===== src/rtl/tone_regs_pkg.sv =====
package tone_regs_pkg;
  localparam int unsigned DW = 4;
  // control A bit positions
  localparam int unsigned A_IRQ_EN = 0;
  localparam int unsigned A_CP_SEL = 1;
  localparam int unsigned A_BURST  = 2;
  localparam int unsigned A_REDIR  = 3;
  // status bit positions
  localparam int unsigned S_PEND  = 0;
  localparam int unsigned S_TXF   = 1;
  localparam int unsigned S_RXF   = 2;
  localparam int unsigned S_ARMED = 3;
  localparam logic SEL_DATA = 1'b0;
  localparam logic SEL_CTRL = 1'b1;
  typedef struct packed {
    logic wr_data;
    logic wr_ctrl;
    logic rd_data;
    logic rd_stat;
  } bus_op_t;
endpackage


===== src/rtl/tone_bus_decode.sv =====
module tone_bus_decode
  import tone_regs_pkg::*;
(
  input  logic    cs_n,
  input  logic    rd_n,
  input  logic    wr_n,
  input  logic    rs,
  output bus_op_t op
);
  logic sel, wr, rd;
  always_comb begin
    sel = ~cs_n;
    wr  = sel & ~wr_n;
    rd  = sel & ~rd_n & wr_n;  // write wins if both strobes are low
    op.wr_data = wr & (rs == SEL_DATA);
    op.wr_ctrl = wr & (rs == SEL_CTRL);
    op.rd_data = rd & (rs == SEL_DATA);
    op.rd_stat = rd & (rs == SEL_CTRL);
  end
endmodule


===== src/rtl/tone_ctrl_bank.sv =====
module tone_ctrl_bank
  import tone_regs_pkg::*;
#(
  parameter int unsigned W = DW
) (
  input  logic         clk,
  input  logic         rst_n,
  input  logic         wr_ctrl,
  input  logic [W-1:0] wdata,
  output logic [W-1:0] ctl_a,
  output logic [W-1:0] ctl_b,
  output logic         armed
);
  logic         a_en, b_en, armed_d;

  always_comb begin
    a_en    = wr_ctrl & ~armed;
    b_en    = wr_ctrl & armed;
    armed_d = armed;
    if (a_en)      armed_d = wdata[A_REDIR];
    else if (b_en) armed_d = 1'b0;
  end

  always_ff @(posedge clk or negedge rst_n) begin
    if (!rst_n) begin
      ctl_a <= '0;
      ctl_b <= '0;
      armed <= 1'b0;
    end else begin
      if (a_en) ctl_a <= wdata;
      if (b_en) ctl_b <= wdata;
      armed <= armed_d;
    end
  end
endmodule


===== src/rtl/tone_event_flags.sv =====
module tone_event_flags
  import tone_regs_pkg::*;
#(
  parameter int unsigned W = DW
) (
  input  logic         clk,
  input  logic         rst_n,
  input  logic         rx_valid,
  input  logic [W-1:0] rx_code,
  input  logic         tx_ready,
  input  logic         rd_stat,
  input  logic         irq_en,
  input  logic         burst,
  output logic [W-1:0] rx_q,
  output logic         rx_flag,
  output logic         tx_flag,
  output logic         irq_pend
);
  logic rx_flag_d, tx_flag_d;

  always_comb begin
    rx_flag_d = rx_valid | (rx_flag & ~rd_stat);
    tx_flag_d = tx_ready | (tx_flag & ~rd_stat);
    irq_pend  = irq_en & (rx_flag | (burst & tx_flag));
  end

  always_ff @(posedge clk or negedge rst_n) begin
    if (!rst_n) begin
      rx_q    <= '0;
      rx_flag <= 1'b0;
      tx_flag <= 1'b0;
    end else begin
      if (rx_valid) rx_q <= rx_code;
      rx_flag <= rx_flag_d;
      tx_flag <= tx_flag_d;
    end
  end
endmodule


===== src/rtl/tone_host_regs.sv =====
module tone_host_regs
  import tone_regs_pkg::*;
#(
  parameter int unsigned W = DW
) (
  input  logic         clk,
  input  logic         rst_n,
  input  logic         cs_n,
  input  logic         rd_n,
  input  logic         wr_n,
  input  logic         rs,
  input  logic [W-1:0] wdata,
  output logic [W-1:0] rdata,
  output logic         rdata_oe,
  input  logic         rx_valid,
  input  logic [W-1:0] rx_code,
  input  logic         tx_ready,
  input  logic         cp_in,
  output logic [W-1:0] tx_code,
  output logic [W-1:0] ctl_a,
  output logic [W-1:0] ctl_b,
  output logic         irq_n_o,
  output logic         irq_oe
);
  logic         rst_m, rst_s;
  bus_op_t      op;
  logic         wr_ctrl, rd_stat;
  logic         armed;
  logic [W-1:0] rx_q;
  logic         rx_flag, tx_flag, irq_pend;
  logic [W-1:0] status;

  // reset: asserted at once, released on the clock
  always_ff @(posedge clk or negedge rst_n) begin
    if (!rst_n) begin
      rst_m <= 1'b0;
      rst_s <= 1'b0;
    end else begin
      rst_m <= 1'b1;
      rst_s <= rst_m;
    end
  end

  tone_bus_decode u_dec (
    .cs_n (cs_n),
    .rd_n (rd_n),
    .wr_n (wr_n),
    .rs   (rs),
    .op   (op)
  );

  assign wr_ctrl = op.wr_ctrl;
  assign rd_stat = op.rd_stat;

  always_ff @(posedge clk or negedge rst_s) begin
    if (!rst_s)          tx_code <= '0;
    else if (op.wr_data) tx_code <= wdata;
  end

  tone_ctrl_bank #(.W(W)) u_ctl (
    .clk     (clk),
    .rst_n   (rst_s),
    .wr_ctrl (wr_ctrl),
    .wdata   (wdata),
    .ctl_a   (ctl_a),
    .ctl_b   (ctl_b),
    .armed   (armed)
  );

  tone_event_flags #(.W(W)) u_evt (
    .clk      (clk),
    .rst_n    (rst_s),
    .rx_valid (rx_valid),
    .rx_code  (rx_code),
    .tx_ready (tx_ready),
    .rd_stat  (rd_stat),
    .irq_en   (ctl_a[A_IRQ_EN]),
    .burst    (ctl_a[A_BURST]),
    .rx_q     (rx_q),
    .rx_flag  (rx_flag),
    .tx_flag  (tx_flag),
    .irq_pend (irq_pend)
  );

  always_comb begin
    status          = '0;
    status[S_PEND]  = irq_pend;
    status[S_TXF]   = tx_flag;
    status[S_RXF]   = rx_flag;
    status[S_ARMED] = armed;
    rdata_oe = op.rd_data | op.rd_stat;
    if (op.rd_stat)      rdata = status;
    else if (op.rd_data) rdata = rx_q;
    else                 rdata = '0;
    irq_n_o = 1'b0;
    irq_oe  = ctl_a[A_CP_SEL] ? ~cp_in : irq_pend;
  end
endmodule


===== config.mk =====
export PLATFORM = sky130hd
export DESIGN_NAME = tone_host_regs
export DESIGN_NICKNAME = d
export VERILOG_FILES = /design/src/rtl/tone_regs_pkg.sv /design/src/rtl/tone_bus_decode.sv /design/src/rtl/tone_ctrl_bank.sv /design/src/rtl/tone_event_flags.sv /design/src/rtl/tone_host_regs.sv
export SDC_FILE = /design/constraint.sdc
export NUM_CORES = 1
export LEC_CHECK = 0
export ABC_AREA = 1
export BUFFER_PORTS_ARGS = -buffer_cell sky130_fd_sc_hd__buf_4
export CAP_MARGIN = 20
export CELL_PAD_IN_SITES_DETAIL_PLACEMENT = 1
export CELL_PAD_IN_SITES_GLOBAL_PLACEMENT = 2
export CORE_MARGIN = 2
export CORE_UTILIZATION = 29
export CTS_BUF_LIST = sky130_fd_sc_hd__clkbuf_4 sky130_fd_sc_hd__clkbuf_8
export DETAILED_ROUTE_END_ITERATION = 10
export GPL_TIMING_DRIVEN = 0
export PLACE_DENSITY = 0.83
export SYNTH_ARGS = -nofsm -noshare
export SYNTH_HDL_FRONTEND = slang
export SYNTH_SLANG_ARGS = --single-unit

===== constraint.sdc =====
create_clock -name clk -period 1 [get_ports clk]
set_input_delay 0.2 -clock clk [delete_from_list [all_inputs] [get_ports clk]]
set_output_delay 0.2 -clock clk [all_outputs]
set_load 0.1 [all_outputs]

==> flow_summary_export.csv <==
group,metric,value,unit
floorplanning,dieArea,3800,um^2
placement,place_hpwl,1750,um
synthesis,synth_cell_type_count,19,
synthesis,synth-seq-cells,21,
outcome,violations,"negative setup slack",
power_and_ir_drop,power,3790,uW
final_layout,finish.utilization,56.3,%
detailed_routing,firstDrtPassIters,2,
detailed_routing,num_vias,861,
power_and_ir_drop,p_leak,0.000813,uW
detailed_routing,wl_per_cell,14.4,um
global_routing,antenna_found_initial,0,
final_layout,final_net_count,170,
detailed_routing,drc,0,
detailed_routing,postRouteAntennaNets,0,
timing,period_needed,1520,ps
global_routing,grt_start_max_net_pins,20,
floorplanning,start_util,31.0,%
synthesis,syn_area,963,um^2
run,cap_violations,0,
synthesis,synth_area_per_cell,9.26,um^2
worst_setup_path,startpoint_type,"flop",
worst_setup_path,end_kind,"primary output",
clock_tree,cts_tree,"built",
final_layout,post_layout_nonfiller_instances,196,
timing,timing.fmax,0.657,GHz
clock_tree,cts_root_buffer,"clkbuf_4",
worst_setup_path,r2r_setup_slack,-10,ps
detailed_routing,finalWirelength,2820,um
global_routing,grt_pass1_wl,4400,um
timing,grt_setup_unrepaired,"yes",
timing,clock_skew,0.564,ps
clock_tree,h-tree-depth,1,
detailed_routing,drt_iter0_drc,27,
final_layout,drive_gt1_share,56.6,%
placement,gp_congestion,0.698,
timing,hold_viol,0,
placement,io_buffers,33,
worst_setup_path,worst-setup-path-type,"flop to primary output",
global_routing,grt.overflow.total,0,
floorplanning,fp-row-count,20,
power_and_ir_drop,powerDensity,2170,nW/um^2
timing,fin_hold_ws,60.9,ps
timing,setup_viol,21,
synthesis,synth_cells,104,
placement,place_ws,-474,ps
placement,dp.cells,181,
clock_tree,clk_pin_slew,120,ps
timing,finalCritPeriodShare,152,%
floorplanning,dieWidth,61.6,um
min_path,hold_path.class,"primary input to flop",
worst_setup_path,ff2ff_path_depth,5,
power_and_ir_drop,ir_worst_vdd,0.000942,V
worst_setup_path,cp.required,800,ps
worst_setup_path,crit_arrival,1320,ps
outcome,status,"finished with violations",
synthesis,syn_nets,121,
floorplanning,core,3100,um^2
global_routing,grt_use_total,16.5,%
synthesis,yosys_warnings,0,
floorplanning,fp.dieH,61.6,um
final_layout,diodes,0,
timing,fin_ws,-522,ps
floorplanning,io_pins,36,
timing,maxSlewViolCount,0,
clock_tree,cts_num_sinks,21,
final_layout,area_growth,81.2,%
clock_tree,worstSkewPairLatency,310,ps
synthesis,yosysSeqAreaShare,54.5,%
worst_setup_path,crit_fanout,2,
min_path,min_path_cells,3,
clock_tree,clock_path_buffers,2,
detailed_routing,avgViaCountPerCell,4.39,
clock_tree,cts-buffers-inserted,3,
global_routing,grt_pass1_vias,935,
==> registers in the layout, summed over array words and instances, names as in the netlist <==
register and cells:
u_ctl.ctl_b 4, tx_code 4, u_ctl.ctl_a 4, rst_m 1, rst_s 1, u_evt.rx_q 4, u_ctl.armed 1, u_evt.rx_flag 1
u_evt.tx_flag 1
==> cell usage in the layout, fill, tap and decap left out <==
master,n
clkinvlp_4,1
nand2_4,1
dlygate4sd3_1,1
nand2_1,29
o21ai_4,2
o21ai_0,4
dfrtp_2,10
inv_1,6
nand3_4,3
o21ai_1,8
clkbuf_4,3
dfrtp_1,10
dfrtp_4,1
buf_4,25
clkinv_2,1
or2_4,1
inv_2,3
nor2_8,1
buf_6,4
a21boi_4,1
nand2_2,5
nor3_1,1
nand4_1,5
inv_4,1
nor2_4,2
buf_12,18
conb_1,2
nand2_8,3
==> path summary, 6_finish.rpt <==
check                                   startpoint                          to
max                        u_evt.tx_flag$_DFF_PN0_                    rdata[0]
min in group asynchronous                    rst_n             rst_s$_DFF_PN0_
max in group asynchronous          rst_s$_DFF_PN0_  u_ctl.ctl_a[1]$_DFFE_PN0P_
min                                       tx_ready     u_evt.tx_flag$_DFF_PN0_
max reg2reg                u_ctl.armed$_DFFE_PN0P_  u_ctl.ctl_b[0]$_DFFE_PN0P_
min reg2reg                        rst_s$_DFF_PN0_      tx_code[3]$_DFFE_PN0P_
==> worst max-delay path: stages, from the launching register on <==
cell      delay (ps)
dfrtp_1          390
nand2_2           80
a21boi_4         180
nand2_2          110
nand2_8           70
buf_12           170
==> cells in the mapped netlist, drive strengths merged <==
cell type  instances  area [um^2]
a21boi             1         7.51
buf                4         33.8
conb               2         7.51
dfrtp             21          526
inv               11         43.8
nand2             38          150
nand3              3         45.0
nand4              5         31.3
nor2               3         37.5
nor3               1         5.00
o21ai             14         70.1
or2                1         6.26
==> per-layer routing <==
metal  track usage, %  up-vias  wire length (um)
met5                0        -                 0
met3             3.36        3               112
met1             19.9      416              1040
met4             6.38        0                32
li1                 -      419                 -
met2             28.6       23              1640
==> where the power goes <==
group,total [uW],internal [uW],switching (uW)
Combinational,2200,811,1390
Clock,429,150,279
Sequential,1170,1010,152
==> per-stage QoR <==
step	instance area (um^2)	setup TNS [ps]
floorplan	1080	-998
global placement	1380	-2150
detailed placement	1380	-2200
CTS	1650	-4380
global route	1750	-5350
finish	1750	-4310
==> timing repair <==
action / 4_1_cts / 5_1_grt
gates resized for setup: 45 / 18
hold endpoints to repair: 2 / 0
setup buffers: 8 / 4
pin swaps: 8 / 6
hold buffers: 1 / 0
setup endpoints to repair: 20 / 30
==> cells by family (layout without fill, tap and decap cells) <==
group	count (synthesis)	after routing	synth area share [%]
AO/OA/AOI/OAI	15	15	8.05
buffers and inverters	15	63	8.05
flip-flops	21	21	54.5
other	2	2	0.780
AND/OR/NAND/NOR	51	51	28.6
==> layout make-up <==
| class | instances | area, um^2 |
|---|---|---|
| Inverter | 11 | 47.5 |
| Sequential cell | 21 | 542 |
| Timing Repair Buffer | 45 | 573 |
| Multi-Input combinational cell | 68 | 470 |
| Clock inverter | 1 | 5.00 |
| Tap cell | 44 | 55.1 |
| Buffer | 3 | 30.0 |
| Fill cell | 344 | 1360 |
| Clock buffer | 3 | 22.5 |
Power figures use the tool's default switching activity.
